===== config.mk =====
export PLATFORM = sky130hd
export DESIGN_NAME = usb_speed_tracker
export DESIGN_NICKNAME = d
export VERILOG_FILES = /design/src/rtl/usb_spd_pkg.sv /design/src/rtl/usb_spd_sync.sv /design/src/rtl/usb_spd_timer.sv /design/src/rtl/usb_spd_fsm.sv /design/src/rtl/usb_speed_tracker.sv
export SDC_FILE = /design/constraint.sdc
export NUM_CORES = 1
export LEC_CHECK = 0
export ABC_AREA = 1
export ABC_CLOCK_PERIOD_IN_PS = 3000
export CORE_MARGIN = 2
export CORE_UTILIZATION = 35
export CTS_CLUSTER_DIAMETER = 80
export DETAILED_ROUTE_END_ITERATION = 6
export GPL_TIMING_DRIVEN = 0
export PLACE_DENSITY = 0.55
export SLEW_MARGIN = 20
export SYNTH_ARGS = -nofsm -noshare
export SYNTH_HDL_FRONTEND = slang
export SYNTH_SLANG_ARGS = --single-unit

===== constraint.sdc =====
create_clock -name clk -period 3 [get_ports clk]
set_input_delay 0.9 -clock clk [delete_from_list [all_inputs] [get_ports clk]]
set_output_delay 0.9 -clock clk [all_outputs]
set_load 0.02 [all_outputs]

===== src/rtl/usb_spd_pkg.sv =====
// Shared types for the bus speed tracker.
package usb_spd_pkg;

    // Decoded packet event codes presented with pkt_valid.
    typedef enum logic [2:0] {
        EV_PRE   = 3'd0,
        EV_SETUP = 3'd1,
        EV_OUT   = 3'd2,
        EV_IN    = 3'd3,
        EV_DATA  = 3'd4,
        EV_HSK   = 3'd5
    } ev_kind_e;

    // Tracker states; every state other than ST_FULL samples at low speed.
    typedef enum logic [2:0] {
        ST_FULL        = 3'd0,
        ST_LS_TOKEN    = 3'd1,
        ST_LS_OUT_DATA = 3'd2,
        ST_LS_HSK      = 3'd3,
        ST_LS_IN_DATA  = 3'd4
    } spd_state_e;

endpackage


===== src/rtl/usb_spd_sync.sv =====
// Multi-flop synchroniser for a slow static level.
// Assumes the input changes rarely and needs no pulse capture.
module usb_spd_sync #(
    parameter int STAGES = 2
) (
    input  logic clk,
    input  logic rst_n,
    input  logic d_async,
    output logic q_sync
);
    logic [STAGES-1:0] chain;

    // Shift the asynchronous level through the flop chain.
    always_ff @(posedge clk) begin
        if (!rst_n) chain <= '0;
        else        chain <= {chain[STAGES-2:0], d_async};
    end

    assign q_sync = chain[STAGES-1];
endmodule


===== src/rtl/usb_spd_timer.sv =====
// Low-speed inactivity timer. It counts full-speed bit ticks since the last
// clear and flags expiry on the tick after the selected limit is reached.
// Assumes the controller clears it on every event and while it is idle.
module usb_spd_timer #(
    parameter int IDLE_TICKS = 128,
    parameter int LONG_TICKS = 144,
    localparam int MAX_TICKS = (IDLE_TICKS > LONG_TICKS) ? IDLE_TICKS : LONG_TICKS,
    localparam int CW        = $clog2(MAX_TICKS + 2)
) (
    input  logic clk,
    input  logic rst_n,
    input  logic clear,
    input  logic tick,
    input  logic long_win,
    output logic expired
);
    localparam logic [CW-1:0] IDLE_LIM = CW'(IDLE_TICKS);
    localparam logic [CW-1:0] LONG_LIM = CW'(LONG_TICKS);

    logic [CW-1:0] cnt;
    logic [CW-1:0] limit;

    // Pick the window that applies to the current state.
    always_comb begin
        limit   = long_win ? LONG_LIM : IDLE_LIM;
        expired = tick && (cnt == limit);
    end

    // Count ticks; stop at the limit and restart on clear.
    always_ff @(posedge clk) begin
        if (!rst_n)                cnt <= '0;
        else if (clear)            cnt <= '0;
        else if (tick && !expired) cnt <= cnt + 1'b1;
    end
endmodule


===== src/rtl/usb_spd_fsm.sv =====
// Transaction follower. It enters low speed on a preamble and walks the
// token / data / handshake phases back to full speed. A pending flag
// remembers that a SETUP or OUT phase has been seen, so the next preamble
// opens the data phase. Assumes at most one event per cycle.
module usb_spd_fsm
    import usb_spd_pkg::*;
(
    input  logic       clk,
    input  logic       rst_n,
    input  logic       hold,
    input  logic       ev_valid,
    input  logic [2:0] ev_kind,
    input  logic       expired,
    output spd_state_e state
);
    spd_state_e nxt_state;
    logic       pend_q, pend_d;
    ev_kind_e   kind;

    assign kind = ev_kind_e'(ev_kind);

    // Next state and pending flag; events take priority over expiry.
    always_comb begin
        nxt_state = state;
        pend_d    = pend_q;
        if (hold) begin
            nxt_state = ST_FULL;
            pend_d    = 1'b0;
        end else begin
            unique case (state)
                ST_FULL: begin
                    if (ev_valid && kind == EV_PRE) begin
                        nxt_state = pend_q ? ST_LS_OUT_DATA : ST_LS_TOKEN;
                        pend_d    = 1'b0;
                    end
                end
                ST_LS_TOKEN: begin
                    if (ev_valid) begin
                        case (kind)
                            EV_SETUP, EV_OUT: begin
                                nxt_state = ST_FULL;
                                pend_d    = 1'b1;
                            end
                            EV_IN:   nxt_state = ST_LS_IN_DATA;
                            EV_HSK:  nxt_state = ST_FULL;
                            default: nxt_state = ST_LS_TOKEN;
                        endcase
                    end else if (expired) begin
                        nxt_state = ST_FULL;
                    end
                end
                ST_LS_OUT_DATA: begin
                    if (ev_valid && kind == EV_DATA)     nxt_state = ST_LS_HSK;
                    else if (ev_valid && kind == EV_HSK) nxt_state = ST_FULL;
                    else if (!ev_valid && expired)       nxt_state = ST_FULL;
                end
                ST_LS_HSK: begin
                    if (ev_valid && kind == EV_HSK) nxt_state = ST_FULL;
                    else if (!ev_valid && expired)  nxt_state = ST_FULL;
                end
                ST_LS_IN_DATA: begin
                    if (ev_valid && (kind == EV_DATA || kind == EV_HSK)) nxt_state = ST_FULL;
                    else if (!ev_valid && expired)                       nxt_state = ST_FULL;
                end
                default: nxt_state = ST_FULL;
            endcase
        end
    end

    // State and pending flag registers.
    always_ff @(posedge clk) begin
        if (!rst_n) begin
            state  <= ST_FULL;
            pend_q <= 1'b0;
        end else begin
            state  <= nxt_state;
            pend_q <= pend_d;
        end
    end
endmodule


===== src/rtl/usb_speed_tracker.sv =====
// Top of the bus speed tracker. It ties together the switch synchroniser,
// the transaction follower and the inactivity timer. Timeout windows are
// given in low-speed bit times and scaled to full-speed ticks.
// Assumes bit_tick pulses once per full-speed bit time.
module usb_speed_tracker
    import usb_spd_pkg::*;
#(
    parameter int LS_RATIO     = 8,
    parameter int IDLE_BITS    = 16,
    parameter int IN_DATA_BITS = 18,
    parameter int SYNC_STAGES  = 2,
    localparam int IDLE_TICKS  = IDLE_BITS * LS_RATIO,
    localparam int LONG_TICKS  = IN_DATA_BITS * LS_RATIO
) (
    input  logic       clk,
    input  logic       rst_n,
    input  logic       bit_tick,
    input  logic       ls_only_sw,
    input  logic       pkt_valid,
    input  logic [2:0] pkt_kind,
    output logic       ls_detect
);
    logic       sw_sync;
    logic       expired;
    logic       tmr_clear;
    logic       long_win;
    spd_state_e state;

    usb_spd_sync #(.STAGES(SYNC_STAGES)) u_sync (
        .clk     (clk),
        .rst_n   (rst_n),
        .d_async (ls_only_sw),
        .q_sync  (sw_sync)
    );

    usb_spd_fsm u_fsm (
        .clk      (clk),
        .rst_n    (rst_n),
        .hold     (sw_sync),
        .ev_valid (pkt_valid),
        .ev_kind  (pkt_kind),
        .expired  (expired),
        .state    (state)
    );

    // Timer runs only at low speed and restarts on every event.
    always_comb begin
        tmr_clear = pkt_valid || (state == ST_FULL) || sw_sync;
        long_win  = (state == ST_LS_IN_DATA);
    end

    usb_spd_timer #(.IDLE_TICKS(IDLE_TICKS), .LONG_TICKS(LONG_TICKS)) u_timer (
        .clk      (clk),
        .rst_n    (rst_n),
        .clear    (tmr_clear),
        .tick     (bit_tick),
        .long_win (long_win),
        .expired  (expired)
    );

    // Rate select: forced by the switch, otherwise by the follower state.
    assign ls_detect = sw_sync || (state != ST_FULL);
endmodule


==> summary.md <==
In this run the critical register-to-register path is launched from u_timer.cnt[0]$_SDFFE_PP0P_. Number of stages on the worst hold path: 2. The final worst-path setup slack is 0.3834 ns, and the area share of fa/ha/maj cells after synthesis is 2.899%. Sequential cells account for 51.5% of the total power. Averaged over all synthesized cells, the footprint is 6.302 sq um. Dividing the final minimum period by the clock period gives 87.22%. Across the VDD grid, the largest voltage drop is 0.3047 mV. The leakage power is 0.4341 nW, and the area added between synthesis and finish is 17.54%.

The power per cell area was 362.5 nW/um^2; the share of synthesized cell area in and, or, nand and nor gates was 38.55%. Counting cells, the worst reg-to-reg path comes to 11. The flow ran to the end, and the final reports show no timing, DRC or antenna violations. The cell occurring most often along the worst timing path is nand2_1.

The run gives 0 as the number of endpoints failing setup at the final stage. Global routing used 14.91% of the available tracks across all layers. Clock-pin slew was measured on the worst setup and hold paths at 0.08 ns. The run gives 0 as the number of design rule violations left after detail routing. In this run the standard cell core region covers 2276 sq um. Setup repair after global routing left no endpoint under its margin.

For this run the aggregate overflow at the end of global routing stands at 0. The tools report the worst relative slew slack as 69.09%. The path class of the tightest hold or removal check is reg2reg. The start-to-end type of the worst setup path is reg2out. In this run, post-CTS hold repair placed 0 buffers. Once the clock tree was built, the setup fixing pass inserted 0 buffers. The die covers 2880 sq um. Routability-driven placement finished with a final weighted congestion of 0.7836.

The logs give 37.93% for the starting utilization of the core area and 0 ns for the setup total negative slack. Counting flops and latches in the post-synthesis netlist gives 14. In this run, CTS created clock tree buffers numbering 3.

Of the cells placed in the final design, the portion with a size suffix greater than 1 is 6.711%. The later pin in the worst-skew pair is clocked with a latency of 0.28 ns. The mapped netlist covers 863.3 sq um. The net count of the finished layout is 160. The capture endpoint of the worst hold path was u_sync.chain[1]$_SDFF_PN0_.

For this block, the initial DRC count from the detailed router was 20. For the antenna cell count, the log shows 0. The launching element of the worst setup path is u_fsm.state[1]$_SDFFE_PP0P_. The overall power of the completed layout was 0.3678 mW. The tools report the launch point of the worst hold path as u_sync.chain[0]$_SDFF_PN0_.

The logs give 2 for the clock tree buffer depth and 14 for the TritonCTS sink count. Synthesis produced a netlist with a net count of 147. Of the synthesized area, sequential elements account for 32.46%.

The number of endpoints with negative hold slack in the final report was 0. The count of unique library cells instantiated by Yosys is 21. Buffers placed on the I/O ports in this run total 8. For the worst setup path, the data arrival time is 1.72 ns. The die boundary width was 53.67 um.

Number of nets with antenna violations after routing: 0. Leaving out fill and tap cells, the most frequent cells in the layout are inv_1 (28), nand2_1 (28), nor2_1 (20). The internal power of the cells totals 0.2804 mW. After synthesis, the largest family of logic cells by area is simple AND/OR/NAND/NOR gates. The y dimension of the die works out to 53.67 um.

Using the TritonRoute via totals, the vias-per-cell ratio works out to 4.701. For the number of max-capacitance violations reported, the log shows 0. The worst path in the final design needs a cycle of 2.617 ns, including I/O delays and setup. The share of total power consumed by net switching was 23.76%; the count of instances resized after the clock tree is built was 0.

Across all register-to-register paths, the minimum setup slack is 1.46 ns. The post-synthesis cell count was 137. For the routed wire length, the log shows 1709 um. The number of warnings issued by yosys is 0. For the clock skew after layout, the log shows 0.005164 ns. The via count of the first global-routing pass was 767; the routed via count was 832.

The max-slew violation count is 0, and the wire length of the first global-routing pass is 3146 um. Dividing the detail-routed wire length by the instance count gives 9.655 um. The HPWL after detailed placement is 1378 um.

For this design the top-level I/O count stands at 9. Traced cell by cell, the critical path runs through inv_1 > nand2_1 > nor2_1 > nand2_1 > clkdlybuf4s50_1. The fraction of synthesized area in multiplexers was 0%; the worst-margin pin slew was 0.4612 ns. In this run the worst path has a maximum fanout of 5. TritonCTS built the clock tree. The clock root buffer is clkbuf_4. The worst setup slack after placement is 0.6310 ns, and the switching power summed over all nets is 0.08737 mW.

The maximum number of pins on one net before global-route repair was 10. The number of antenna violations at the first check in global routing was 0. The complex-gate fraction of the synthesized area works out to 12.46%. The xor and xnor fraction of the mapped netlist area is 1.014%.

The share of power burned in combinational logic was 11.6%. The run gives 1 as the number of H-tree branching levels. The worst setup path is captured at an output port. Among all stages on the critical path, the largest delay is contributed by clkdlybuf4s50_1. STA classifies the critical path startpoint as a flop.

In this run the critical register-to-register path is captured at u_fsm.state[1]$_SDFFE_PP0P_. The fmax is 382.2 MHz, and the number of rows created at floorplan is 17. STA puts the critical path data required time at 2.10 ns. For this run, the detailed router's first-pass iteration total came to 4. Of the total power, the clock network draws 37.0%.

On the worst path, the slowest cell contributes a delay of 0.55 ns.
## power by group through the flow
stage / combinational, mW / clock (mW) / sequential [mW]
4_1_cts: 0.0426 / 0.141 / 0.189
2_1_floorplan: 0.0231 / 0 / 0.193
3_5_place_dp: 0.0422 / 0 / 0.194
5_1_grt: 0.0481 / 0.151 / 0.190
3_3_place_gp: 0.0421 / 0 / 0.194
6_report: 0.0425 / 0.136 / 0.189
## routing by layer
layer	track usage (%)	vias up	part of all wire, %
met4	3.846	0	0.59
met5	0	-	0
met2	22.97	13	43
met1	19.83	363	52
met3	5.000	2	3.9
li1	-	454	-
## area by class of cell
cell class	count	area (sq um)
fill	234	1261
multi-input combinational	94	474.2
sequential	14	280.3
inverter	29	108.9
timing repair buffer	8	80.08
clock buffer	4	36.28
tap	28	35.03
## worst max-delay path, delay by kind of cell (launching register included)
family | cells | cell delay (ns)
buf+inv | 2 | 0.68
flops | 1 | 0.32
simple gates | 3 | 0.44
## cell usage after synthesis
library cell / instances / area share, %
nor2_1: 20 / 8.7
inv_1: 28 / 12
nand2_4: 1 / 1.3
nand4_1: 4 / 2.9
nor2_2: 2 / 1.4
dfxtp_1: 14 / 32
nor3_2: 1 / 1.2
nor3_4: 1 / 1.9
o21ai_0: 7 / 4.1
clkinv_1: 1 / 0.43
nor3_1: 4 / 2.3
nand3_2: 1 / 1.2
ha_1: 2 / 2.9
o21ai_1: 2 / 1.2
nor3b_1: 2 / 1.7
xor2_1: 1 / 1.0
nand3_1: 5 / 2.9
nand3b_1: 1 / 0.87
a21oi_1: 11 / 6.4
a21boi_1: 1 / 0.87
nand2_1: 28 / 12
## per-stage QoR
step                cells  hold slack (ns)  utilization [%]  area (sq um)
finish                177           0.4201            44.58          1015
global route          177           0.4313            44.58          1015
CTS                   177           0.4252            44.58          1015
detailed placement    173           0.4014            42.99         978.4
global placement      173           0.4022            42.99         978.4
floorplan             137           0.3900                -         863.3
## cells by family after synthesis
logic type,count (synthesis)
simple gates,70
buf+inv,29
compound gates,21
flops,14
fa+ha+maj,2
xor+xnor,1
## how the worst max path moves through the flow
stage	endpoint	slack, ns
2_1_floorplan	ls_detect	1.27
3_3_place_gp	u_fsm.state[1]$_SDFFE_PP0P_	0.59
3_5_place_dp	u_fsm.state[1]$_SDFFE_PP0P_	0.63
4_1_cts	ls_detect	0.36
5_1_grt	ls_detect	0.29
6_report	ls_detect	0.38
## sequential cells by signal, indices dropped and copies added (netlist names)
signal        cells
u_sync.chain      2
u_fsm.state       3
u_fsm.pend_q      1
u_timer.cnt       8
(Power assumes the default switching activity.)
